`src/rtl/rename_pkg.sv`:
```
package rename_pkg;

  typedef struct packed {
    logic fire;     // group accepted this cycle
    logic take0;    // lane 0 pops a free register
    logic take1;    // lane 1 pops a free register
    logic snapWr;   // save checkpoint of post-group map
    logic restore;  // reload map and head from a checkpoint
  } renStrobe_t;

endpackage

```
`src/rtl/rename_ctrl.sv`:
```
module rename_ctrl
  import rename_pkg::*;
#(
  parameter int NUM_ARCH = 8,
  parameter int NUM_PHYS = 32,
  parameter int NUM_SNAP = 4,
  localparam int ARCH_W = $clog2(NUM_ARCH),
  localparam int SNAP_W = $clog2(NUM_SNAP),
  localparam int PTR_W  = $clog2(NUM_PHYS) + 1
) (
  input  logic                clk,
  input  logic                rstN,
  input  logic                renValid,
  input  logic [1:0]          laneVld,
  input  logic [1:0]          laneDstVld,
  input  logic [2*ARCH_W-1:0] laneDst,
  input  logic                brReq,
  input  logic                restoreVld,
  input  logic [SNAP_W-1:0]   restoreTag,
  input  logic                releaseVld,
  input  logic [SNAP_W-1:0]   releaseTag,
  input  logic [PTR_W-1:0]    flCount,
  output logic                renReady,
  output renStrobe_t          strb,
  output logic [SNAP_W-1:0]   snapIdx
);

  logic [NUM_SNAP-1:0] busy;
  logic [NUM_SNAP-1:0] clrMask;
  logic [NUM_SNAP-1:0] setMask;
  logic [NUM_SNAP-1:0] age [NUM_SNAP];  // age[k][j]: slot j taken after slot k
  logic [1:0]          want;
  logic [1:0]          need;
  logic                anyFree;
  logic                fire;

  always_comb begin
    want[0] = laneVld[0] & laneDstVld[0] & (|laneDst[ARCH_W-1:0]);
    want[1] = laneVld[1] & laneDstVld[1] & (|laneDst[2*ARCH_W-1:ARCH_W]);
    need    = {1'b0, want[0]} + {1'b0, want[1]};
  end

  // lowest idle checkpoint slot
  always_comb begin
    snapIdx = '0;
    anyFree = 1'b0;
    for (int k = NUM_SNAP - 1; k >= 0; k--) begin
      if (!busy[k]) begin
        snapIdx = SNAP_W'(k);
        anyFree = 1'b1;
      end
    end
  end

  always_comb begin
    renReady     = !restoreVld && (flCount >= PTR_W'(need)) && (!brReq || anyFree);
    fire         = renValid && renReady;
    strb.fire    = fire;
    strb.take0   = fire & want[0];
    strb.take1   = fire & want[1];
    strb.snapWr  = fire & brReq;
    strb.restore = restoreVld;
  end

  always_comb begin
    clrMask = '0;
    if (restoreVld) clrMask = age[restoreTag] | (NUM_SNAP'(1) << restoreTag);
    if (releaseVld) clrMask = clrMask | (NUM_SNAP'(1) << releaseTag);
    setMask = strb.snapWr ? (NUM_SNAP'(1) << snapIdx) : '0;
  end

  always_ff @(posedge clk) begin
    if (!rstN) begin
      busy <= '0;
      for (int k = 0; k < NUM_SNAP; k++) age[k] <= '0;
    end else begin
      busy <= (busy & ~clrMask) | setMask;
      if (strb.snapWr) begin
        for (int j = 0; j < NUM_SNAP; j++) begin
          if (SNAP_W'(j) == snapIdx) age[j] <= '0;
          else                       age[j][snapIdx] <= busy[j];
        end
      end
    end
  end

endmodule

```
`src/rtl/rename_dpath.sv`:
```
module rename_dpath
  import rename_pkg::*;
#(
  parameter int NUM_ARCH = 8,
  parameter int NUM_PHYS = 32,
  parameter int NUM_SNAP = 4,
  localparam int ARCH_W = $clog2(NUM_ARCH),
  localparam int PHYS_W = $clog2(NUM_PHYS),
  localparam int SNAP_W = $clog2(NUM_SNAP),
  localparam int PTR_W  = PHYS_W + 1,
  localparam int INIT_FREE = NUM_PHYS - NUM_ARCH
) (
  input  logic                clk,
  input  logic                rstN,
  input  renStrobe_t          strb,
  input  logic [SNAP_W-1:0]   snapIdx,
  input  logic [SNAP_W-1:0]   restoreTag,
  input  logic [2*ARCH_W-1:0] laneDst,
  input  logic [2*ARCH_W-1:0] laneSrcA,
  input  logic [2*ARCH_W-1:0] laneSrcB,
  input  logic [1:0]          freeVld,
  input  logic [2*PHYS_W-1:0] freeReg,
  output logic [2*PHYS_W-1:0] lanePdst,
  output logic [2*PHYS_W-1:0] laneOldPdst,
  output logic [2*PHYS_W-1:0] lanePsrcA,
  output logic [2*PHYS_W-1:0] lanePsrcB,
  output logic [PTR_W-1:0]    flCount
);

  logic [PHYS_W-1:0] mapTab  [NUM_ARCH];
  logic [PHYS_W-1:0] nextTab [NUM_ARCH];
  logic [PHYS_W-1:0] snapTab [NUM_SNAP][NUM_ARCH];
  logic [PTR_W-1:0]  snapHead [NUM_SNAP];
  logic [PHYS_W-1:0] ring [NUM_PHYS];
  logic [PTR_W-1:0]  head, tail, headNext, tailNext;

  logic [ARCH_W-1:0] dst0, dst1, srcA0, srcA1, srcB0, srcB1;
  logic [PHYS_W-1:0] pdst0, pdst1, old0, old1;
  logic [PHYS_W-1:0] free0, free1;
  logic [PHYS_W-1:0] hIdx0, hIdx1, tIdx0, tIdx1;
  logic              push0, push1;

  assign dst0  = laneDst[ARCH_W-1:0];
  assign dst1  = laneDst[2*ARCH_W-1:ARCH_W];
  assign srcA0 = laneSrcA[ARCH_W-1:0];
  assign srcA1 = laneSrcA[2*ARCH_W-1:ARCH_W];
  assign srcB0 = laneSrcB[ARCH_W-1:0];
  assign srcB1 = laneSrcB[2*ARCH_W-1:ARCH_W];
  assign free0 = freeReg[PHYS_W-1:0];
  assign free1 = freeReg[2*PHYS_W-1:PHYS_W];

  // allocation from the head
  always_comb begin
    hIdx0    = head[PHYS_W-1:0];
    hIdx1    = hIdx0 + PHYS_W'(1);
    pdst0    = strb.take0 ? ring[hIdx0] : '0;
    pdst1    = strb.take1 ? (strb.take0 ? ring[hIdx1] : ring[hIdx0]) : '0;
    headNext = head + PTR_W'(strb.take0) + PTR_W'(strb.take1);
  end

  // lookup with same-group forwarding from lane 0 to lane 1
  always_comb begin
    old0 = strb.take0 ? mapTab[dst0] : '0;
    old1 = '0;
    if (strb.take1) old1 = (strb.take0 && dst1 == dst0) ? pdst0 : mapTab[dst1];
    lanePsrcA[PHYS_W-1:0]        = mapTab[srcA0];
    lanePsrcB[PHYS_W-1:0]        = mapTab[srcB0];
    lanePsrcA[2*PHYS_W-1:PHYS_W] = (strb.take0 && srcA1 == dst0) ? pdst0 : mapTab[srcA1];
    lanePsrcB[2*PHYS_W-1:PHYS_W] = (strb.take0 && srcB1 == dst0) ? pdst0 : mapTab[srcB1];
    lanePdst    = {pdst1, pdst0};
    laneOldPdst = {old1, old0};
  end

  always_comb begin
    nextTab = mapTab;
    if (strb.take0) nextTab[dst0] = pdst0;
    if (strb.take1) nextTab[dst1] = pdst1;
  end

  // returns at the tail
  always_comb begin
    push0    = freeVld[0] && (free0 != '0);
    push1    = freeVld[1] && (free1 != '0);
    tIdx0    = tail[PHYS_W-1:0];
    tIdx1    = push0 ? tIdx0 + PHYS_W'(1) : tIdx0;
    tailNext = tail + PTR_W'(push0) + PTR_W'(push1);
    flCount  = tail - head;
  end

  always_ff @(posedge clk) begin
    if (!rstN) begin
      for (int a = 0; a < NUM_ARCH; a++) mapTab[a] <= PHYS_W'(a);
      for (int s = 0; s < NUM_SNAP; s++) begin
        snapHead[s] <= '0;
        for (int a = 0; a < NUM_ARCH; a++) snapTab[s][a] <= '0;
      end
      for (int i = 0; i < NUM_PHYS; i++)
        ring[i] <= (i < INIT_FREE) ? PHYS_W'(NUM_ARCH + i) : '0;
      head <= '0;
      tail <= PTR_W'(INIT_FREE);
    end else begin
      if (strb.restore) begin
        for (int a = 0; a < NUM_ARCH; a++) mapTab[a] <= snapTab[restoreTag][a];
        head <= snapHead[restoreTag];
      end else if (strb.fire) begin
        for (int a = 0; a < NUM_ARCH; a++) mapTab[a] <= nextTab[a];
        head <= headNext;
      end
      if (strb.snapWr) begin
        for (int a = 0; a < NUM_ARCH; a++) snapTab[snapIdx][a] <= nextTab[a];
        snapHead[snapIdx] <= headNext;
      end
      if (push0) ring[tIdx0] <= free0;
      if (push1) ring[tIdx1] <= free1;
      tail <= tailNext;
    end
  end

endmodule

```
`src/rtl/reg_rename.sv`:
```
module reg_rename
  import rename_pkg::*;
#(
  parameter int NUM_ARCH = 8,
  parameter int NUM_PHYS = 32,
  parameter int NUM_SNAP = 4,
  localparam int ARCH_W = $clog2(NUM_ARCH),
  localparam int PHYS_W = $clog2(NUM_PHYS),
  localparam int SNAP_W = $clog2(NUM_SNAP)
) (
  input  logic                clk,
  input  logic                rstN,
  input  logic                renValid,
  output logic                renReady,
  input  logic [1:0]          laneVld,
  input  logic [1:0]          laneDstVld,
  input  logic [2*ARCH_W-1:0] laneDst,
  input  logic [2*ARCH_W-1:0] laneSrcA,
  input  logic [2*ARCH_W-1:0] laneSrcB,
  input  logic                brReq,
  output logic [SNAP_W-1:0]   brTag,
  output logic [2*PHYS_W-1:0] lanePdst,
  output logic [2*PHYS_W-1:0] laneOldPdst,
  output logic [2*PHYS_W-1:0] lanePsrcA,
  output logic [2*PHYS_W-1:0] lanePsrcB,
  input  logic [1:0]          freeVld,
  input  logic [2*PHYS_W-1:0] freeReg,
  input  logic                restoreVld,
  input  logic [SNAP_W-1:0]   restoreTag,
  input  logic                releaseVld,
  input  logic [SNAP_W-1:0]   releaseTag
);

  renStrobe_t        strb;
  logic [SNAP_W-1:0] snapIdx;
  logic [PHYS_W:0]   flCount;

  rename_ctrl #(.NUM_ARCH(NUM_ARCH), .NUM_PHYS(NUM_PHYS), .NUM_SNAP(NUM_SNAP)) u_ctrl (
    .clk(clk), .rstN(rstN), .renValid(renValid), .laneVld(laneVld),
    .laneDstVld(laneDstVld), .laneDst(laneDst), .brReq(brReq),
    .restoreVld(restoreVld), .restoreTag(restoreTag),
    .releaseVld(releaseVld), .releaseTag(releaseTag), .flCount(flCount),
    .renReady(renReady), .strb(strb), .snapIdx(snapIdx)
  );

  rename_dpath #(.NUM_ARCH(NUM_ARCH), .NUM_PHYS(NUM_PHYS), .NUM_SNAP(NUM_SNAP)) u_dpath (
    .clk(clk), .rstN(rstN), .strb(strb), .snapIdx(snapIdx), .restoreTag(restoreTag),
    .laneDst(laneDst), .laneSrcA(laneSrcA), .laneSrcB(laneSrcB),
    .freeVld(freeVld), .freeReg(freeReg), .lanePdst(lanePdst),
    .laneOldPdst(laneOldPdst), .lanePsrcA(lanePsrcA), .lanePsrcB(lanePsrcB),
    .flCount(flCount)
  );

  assign brTag = snapIdx;

endmodule

```
`config.mk`:
```
export PLATFORM = sky130hd
export DESIGN_NAME = reg_rename
export DESIGN_NICKNAME = d
export VERILOG_FILES = /design/src/rtl/rename_pkg.sv /design/src/rtl/rename_ctrl.sv /design/src/rtl/rename_dpath.sv /design/src/rtl/reg_rename.sv
export SDC_FILE = /design/constraint.sdc
export NUM_CORES = 1
export LEC_CHECK = 0
export BUFFER_PORTS_ARGS = -buffer_cell sky130_fd_sc_hd__buf_2
export CAP_MARGIN = 20
export CORE_MARGIN = 3
export CORE_UTILIZATION = 45
export DETAILED_ROUTE_END_ITERATION = 6
export GPL_TIMING_DRIVEN = 0
export PLACE_DENSITY = 0.66
export SKIP_LAST_GASP = 1
export SYNTH_ARGS = -nofsm -noshare
export SYNTH_HDL_FRONTEND = slang
export SYNTH_SLANG_ARGS = --single-unit
```
`constraint.sdc`:
```
create_clock -name clk -period 10 [get_ports clk]
set_clock_uncertainty 0.15 [all_clocks]
set_input_delay 3 -clock clk [delete_from_list [all_inputs] [get_ports clk]]
set_output_delay 3 -clock clk [all_outputs]
set_load 0.01 [all_outputs]
```
Yosys cells after proc, flatten, opt, wreduce, memory -nomap -nowiden:

Memories as Yosys holds them, arrays and structs flattened. A register that Yosys moved wholly into a read port is not among the register bits.
Index checks and enable logic that the tools add are counted.

* register bits: 56
* memory bits (writable): 360
* bits of input ports: 44
* memories: 4

Memories
* u_dpath.ring: words 32, bits a word 5, read ports 2, clocked after Yosys merged registers in 1, wr ports 32, RTL line rename_dpath.sv:34 `logic [PHYS_W-1:0] ring [NUM_PHYS];`
* u_dpath.snapTab: words 4, bits a word 40, read ports 1, clocked after Yosys merged registers in 0, wr ports 4, RTL line rename_dpath.sv:32 `logic [PHYS_W-1:0] snapTab [NUM_SNAP][NUM_ARCH];`
* u_dpath.snapHead: words 4, bits a word 6, read ports 1, clocked after Yosys merged registers in 0, wr ports 4, RTL line rename_dpath.sv:33 `logic [PTR_W-1:0] snapHead [NUM_SNAP];`
* u_ctrl.age: words 4, bits a word 4, read ports 1, clocked after Yosys merged registers in 0, wr ports 4, RTL line rename_ctrl.sv:31 `logic [NUM_SNAP-1:0] age [NUM_SNAP];`

* $add $sub $neg: 8
* order comparisons: 11
* equality and inequality tests: 6
* shifts and indexed selects: 3
* multiplexer cells: 128
* bitwise operators: 38
* reduce and logical (&&, ||, !) cells: 24

Operators by type and width (count)
* two-way mux 40 bit: 5
* two-way mux 5 bit: 29
* binary-select mux 5 bit (select 3 bit): 6
* bitwise mux 40 bit: 2
* two-way mux 1 bit: 63
* two-way mux 4 bit: 11
* OR reduction 40 bit: 1
* demux 5 bit (select 3 bit): 2
* adder 6 x 1 -> 6 bit: 4
* >= comparator 4 bit, second input constant: 6
* inverter 3 -> 4 bit: 6
* bitwise OR 1 bit: 20
* two-way mux 6 bit: 3
* two-way mux 2 bit: 6
* bitwise OR 4 bit: 3
* << shifter 1 x 2 -> 4 bit, first input constant: 3
* logical AND 1 bit: 11
* adder 5 x 1 -> 5 bit, second input constant: 2
* nonzero test 5 bit: 2
* OR reduction 5 bit: 2
* equality test 3 bit: 3
* less-than comparator 4 x 1 -> 1 bit, second input constant: 2
* bitwise AND 1 bit: 7
* >= comparator 6 x 2 -> 1 bit: 1
* 15 further kinds: 18

Depth between registers and ports, before layout:

* depth after elaboration: 15
* depth in mapped cells: 19
* mapped depth without buffers: 16

Cells and area by module:

Synthesis repeated with hierarchy kept, for this count alone.

* cells, all modules: 2217
* area total of the unflattened synthesis: 25977.4 um^2

By module, submodules not included
* rename_dpath: times used 1, cells an instance 2095, area each 24862.6 um^2, sequential area each 11471.0 um^2
* rename_ctrl: times used 1, cells an instance 122, area each 1114.8 um^2, sequential area each 440.4 um^2

Least setup slack after synthesis:

No wires, ideal clock.

* path type: input-to-output
* start: input port laneDst[0]
* end: output port lanePdst[8]
* arrival: 6183 ps
* path slack: 667 ps
* stages: 14
* cells stage by stage: or2_2 -> o211ai_1 -> inv_1 -> ha_1 -> ha_1 -> nand2b_1 -> a211o_1 -> a21o_1 -> buf_2 -> o2111ai_1 -> buf_2 -> mux2_2 -> buf_2 -> nor2b_1

* word-level cells in the longest chain between the ends: 10
* elaborated cells on any way between the ends: 11
* those cells by class: 1 x add/sub; 1 x order compare; 2 x mux; 3 x bitwise; 4 x reduce/logical

Ends and longest elaborated chain
* start: declaration: RTL line reg_rename.sv:17 `input logic [2*ARCH_W-1:0] laneDst,`
* OR reduction 3 bit *: RTL line rename_ctrl.sv:38 `want[0] = laneVld[0] & laneDstVld[0] & (|laneDst[ARCH_W-1:0]);`
* bitwise AND 1 bit *: RTL line rename_ctrl.sv:38
* adder 1 x 1 -> 2 bit: RTL line rename_ctrl.sv:40 `need = {1'b0, want[0]} + {1'b0, want[1]};`
* >= comparator 6 x 2 -> 1 bit: RTL line rename_ctrl.sv:56 `renReady = !restoreVld && (flCount >= PTR_W'(need)) && (!brReq || anyFree);`
* logical AND 1 bit (2 in a row): RTL line rename_ctrl.sv:56
* logical AND 1 bit: RTL line rename_ctrl.sv:57 `fire = renValid && renReady;`
* bitwise AND 1 bit: RTL line rename_ctrl.sv:59 `strb.take0 = fire & want[0];`
* two-way mux 5 bit: RTL line rename_dpath.sv:57 `pdst1 = strb.take1 ? (strb.take0 ? ring[hIdx1] : ring[hIdx0]) : '0;`
* two-way mux 5 bit *: RTL line rename_dpath.sv:57
* end: declaration: RTL line reg_rename.sv:22 `output logic [2*PHYS_W-1:0] lanePdst,`

Every way passes the cells marked *; elsewhere a longest branch is shown, timed or not.

Worst setup path in the final report:

Same ends and word-level chain as after synthesis.

==> results.md <==
* Outcome: complete, no violations
* N_diodes at 0
* I/O pin count at 87
* Crit Path Class: in2out
* Initial antenna violation count at 1
* Number of global-route vias before repair at 19500
* Die Area at 58000 um2
* DR vias at 20600
* Int Pwr at between 3 and 4 mW
* Syn Nets at roughly 2200
* Cell Rows at between 80 and 90
* CTS clk-pin slew, worst paths at approximately 0.060 ns
* Cell Chain, Critical Path: buf_2 -> or2_2 -> o211ai_1 -> inv_1 -> ha_1 -> ha_1 -> nand2b_1 -> a211o_1 -> a21o_1 -> buf_2 -> o2111ai_1 -> buf_6 -> mux2_2 -> buf_2 -> nor2b_1 -> buf_2
* Mapped Area at 24800 um2
* Largest net degree at the start of global routing at 36
* Worst r2r src: u_dpath.tail[0]
* Slew @ Worst Pin at between 1 and 1.5 ns
* Post-synthesis sequential area ratio at between 40 and 50%
* WL/cell at around 31 um
* Post-Route WL at around 90 mm
* R2r setup slk at 4.66 ns
* WP depth at 16
* Slew Viols, Final at 0
* Layout area overhead at 11.9%
* GPL Wtd Cong at around 1.0
* Avg Inst Size Synth at 11.6 um2
* Routed Antenna Nets at 0
* Clock Latency Late Sink at about 0.63 ns
* Hold Crit Depth at 2
* Switch Pwr at approximately 1.3 mW
* Die Y at 241 um
* Area of the multi-input gates at 11900 um2
* Num CTS Buffers at 47
* Reg2Reg Capture Point: u_dpath.snapTab[0][2]
* Number of synthesized flops with an enable pin at 356
* Tot GR Track Use at 31.2%
* Hpwl dp at ~66 mm
* MaxCap Viol Count at 0
* YS warnings at 0
* IR drop worst, VDD at about 0.13 mV
* CP delay by family, top: buffers and inverters
* Worst reg2reg path depth at 16
* Max stage delay on crit path at ~0.43 ns
* Buffers on Ports at 70
* Non-filler instance count after layout at 2999
* Post-synthesis async set-or-reset flop share at 0%
* Layout cells sized above 1 at 20.1%
* Crit path time final at 9.94 ns
* Slowest CP cell: mux2_2
* Final Instance Area at ~28000 um2
* Clk pwr share at between 30% and 40%
* Static Leak at ~9.4 nW
* FF/Latch Area at 11900 um2
* 1st-iter DRT viols at between 3000 and 4000
* Sequential power share at 44.6%
* Router iterations before antenna repair at 7
* Synth cell types at 76
* Total clock sinks at 417
* Critical Path Source Type: input pin
* Sw frac at 28.9%
* Nets at roughly 2300
* Hold Path Class: reg2reg
* Vias per cell at a little under 7
* Placeable Area at about 54000 um2
* Worst hold slack at roughly 0.38 ns
* Setup crit end: lanePdst[8]
* Power, Total at approximately 4.6 mW
* Placed instance area at around 26000 um2
* Hold buffers post-CTS at 0
* First-pass GRT wire length at between 100 and 150 mm
* Buf/Inv on CP at 6
* Max clock buf depth at 3
* Root buffer cell: clkbuf_16
* CTS tree: built
* PD cells at 165 nW/um2
* Crit end category: primary output
* Post-route DRC at 0
* Yosys reg bits at 417
* Crit path required time at 6.85 ns
* Die X at 241 um
* Fill cells at 4707
* Final Hold Viols at 0
* Initial core utilization at 45.8%
* Tcrit/Tclk final at 99.4%
* Dominant synthesized flop cell: edfxtp_1
* Setup crit start: laneDst[0]
* Dpl cells at a little under 3000
* Top cell by count, worst path: buf_2
* Gr ovfl total at 0
* Final setup viols at 0
* Critical Path Fanout Max at 10
* Arr. time, crit path at slightly below 7 ns
* FMAX at approximately 0.10 GHz
* Comb pwr share at 17.2%
* Post-Synthesis Cells at roughly 2100
* Worst rel slew slack at between 10% and 20%
* # H-tree levels at 2
power groups by stage:
stage | combinational (mW) | sequential (mW) | clock, mW
after detailed placement | 0.757 | 2.07 | 0
after CTS | 0.762 | 2.03 | 1.74
after global routing | 0.816 | 2.04 | 1.82
after global placement | 0.740 | 2.07 | 0
final | 0.788 | 2.04 | 1.75
after floorplan | 0.493 | 2.03 | 0
cell type report:
cell class	count	share of cell area (%)
clock inverter	19	0.672
timing repair buffer	81	1.89
buffer	199	3.06
inverter	39	0.528
sequential	417	42.9
tap	696	3.14
multi-input combinational	1481	43.0
clock buffer	67	4.81
cells in the mapped netlist (9+ instances only):
| master | number | area share [%] |
|---|---|---|
| mux4_2 | 169 | 15 |
| or3_1 | 18 | 0.45 |
| nor2_1 | 292 | 4.4 |
| mux2i_1 | 85 | 3.4 |
| o21ai_0 | 127 | 2.6 |
| nand2_1 | 172 | 2.6 |
| a21oi_1 | 51 | 1.0 |
| ha_1 | 15 | 0.76 |
| a32oi_1 | 13 | 0.46 |
| a221oi_1 | 24 | 0.85 |
| nor3_1 | 31 | 0.63 |
| clkbuf_1 | 126 | 1.9 |
| nor2b_1 | 15 | 0.38 |
| inv_1 | 36 | 0.54 |
| a31oi_1 | 26 | 0.66 |
| o22a_1 | 18 | 0.64 |
| and2_1 | 32 | 0.81 |
| xor2_1 | 18 | 0.64 |
| buf_2 | 40 | 0.81 |
| nand2b_1 | 22 | 0.56 |
| buf_1 | 24 | 0.36 |
| o221ai_1 | 13 | 0.46 |
| a22oi_1 | 24 | 0.73 |
| nor4_1 | 9 | 0.23 |
| o21ai_1 | 17 | 0.34 |
| dfxtp_1 | 61 | 4.9 |
| nand3_1 | 80 | 1.6 |
| o22ai_1 | 20 | 0.50 |
| a22o_1 | 10 | 0.35 |
| edfxtp_1 | 356 | 43 |
| nand3b_1 | 12 | 0.36 |
| mux2_2 | 61 | 2.8 |
sequential cells by signal, indices dropped and copies added (netlist names), named ones only:
name              flops
u_ctrl.busy           4
u_dpath.ring        160
u_dpath.snapTab     160
u_dpath.snapHead     24
u_dpath.tail          6
u_ctrl.age           12
u_dpath.mapTab       40
u_dpath.head          6
layer usage:
layer / track usage (%) / routed length [um] / up-vias
li1: - / - / 8453
met1: 42.3 / 34300 / 10100
met2: 46.5 / 39700 / 1645
met3: 8.82 / 12700 / 338
met4: 15.2 / 5330 / 0
met5: 0 / 0 / -
kinds of logic (layout without fill, tap and decap cells):
kind of cell             after synthesis  in the layout  share of synthesized area (%)
buffers and inverters                238            405                           3.97
flip-flops                           417            417                           48.0
multiplexers                         325            325                           22.4
AND/OR/NAND/NOR                      718            718                           13.2
adder cells (fa/ha/maj)               18             18                          0.999
XOR/XNOR                              28             28                           1.05
AO/OA/AOI/OAI                        392            392                           10.3
per-stage QoR:
stage | TNS, ns | worst slack (ns) | utilization [%]
floorplan | 0 | 0.667 | -
global placement | -84.73 | -2.09 | 48.1
detailed placement | -3.09 | -0.393 | 48.4
CTS | 0 | 0.0453 | 51.2
global route | -0.0191 | -0.0191 | 51.3
finish | 0 | 0.0628 | 51.3
worst min path at each step:
stage,startpoint,endpoint
global route,u_ctrl.busy[0],u_ctrl.busy[0]
finish,u_ctrl.busy[0],u_ctrl.busy[0]
global placement,u_ctrl.busy[1],u_ctrl.busy[1]
detailed placement,u_ctrl.busy[0],u_ctrl.busy[0]
floorplan,u_ctrl.busy[1],u_ctrl.busy[1]
CTS,u_ctrl.busy[0],u_ctrl.busy[0]
timing repair:
item	in CTS	in global routing
buffers inserted	1	0
setup endpoints to repair	19	3
gates cloned	0	0
pin swaps	1	0
gates resized for setup	5	3
worst reg2reg max path, cell delays in order (launching register included):
cell and delay, ns:
dfxtp_1 0.46, inv_1 0.21, ha_1 0.25, inv_1 0.07, fa_1 0.41, ha_1 0.28
a211o_1 0.26, a21o_1 0.19, buf_2 0.16, o21ba_2 0.26, nand3_1 0.11, buf_2 0.26
or3_1 0.15, clkbuf_1 0.58, clkbuf_1 0.47, nand2_2 0.42, buf_12 0.33
layout by cell type (no fill, tap or decap), types with 20 or more instances in the layout:
| cell | n |
|---|---|
| a22oi_1 | 24 |
| dfxtp_1 | 61 |
| buf_1 | 24 |
| nand2b_1 | 22 |
| clkbuf_16 | 49 |
| o21ai_0 | 126 |
| a21oi_1 | 51 |
| nand2_1 | 170 |
| mux2i_1 | 85 |
| mux4_2 | 169 |
| a31oi_1 | 26 |
| edfxtp_1 | 356 |
| mux2_2 | 61 |
| nor3_1 | 31 |
| buf_2 | 109 |
| nand3_1 | 80 |
| nor2_1 | 292 |
| inv_1 | 35 |
| a221oi_1 | 24 |
| o22ai_1 | 20 |
| clkbuf_1 | 136 |
| and2_1 | 32 |
No activity file was read; power rests on OpenSTA's default activity.
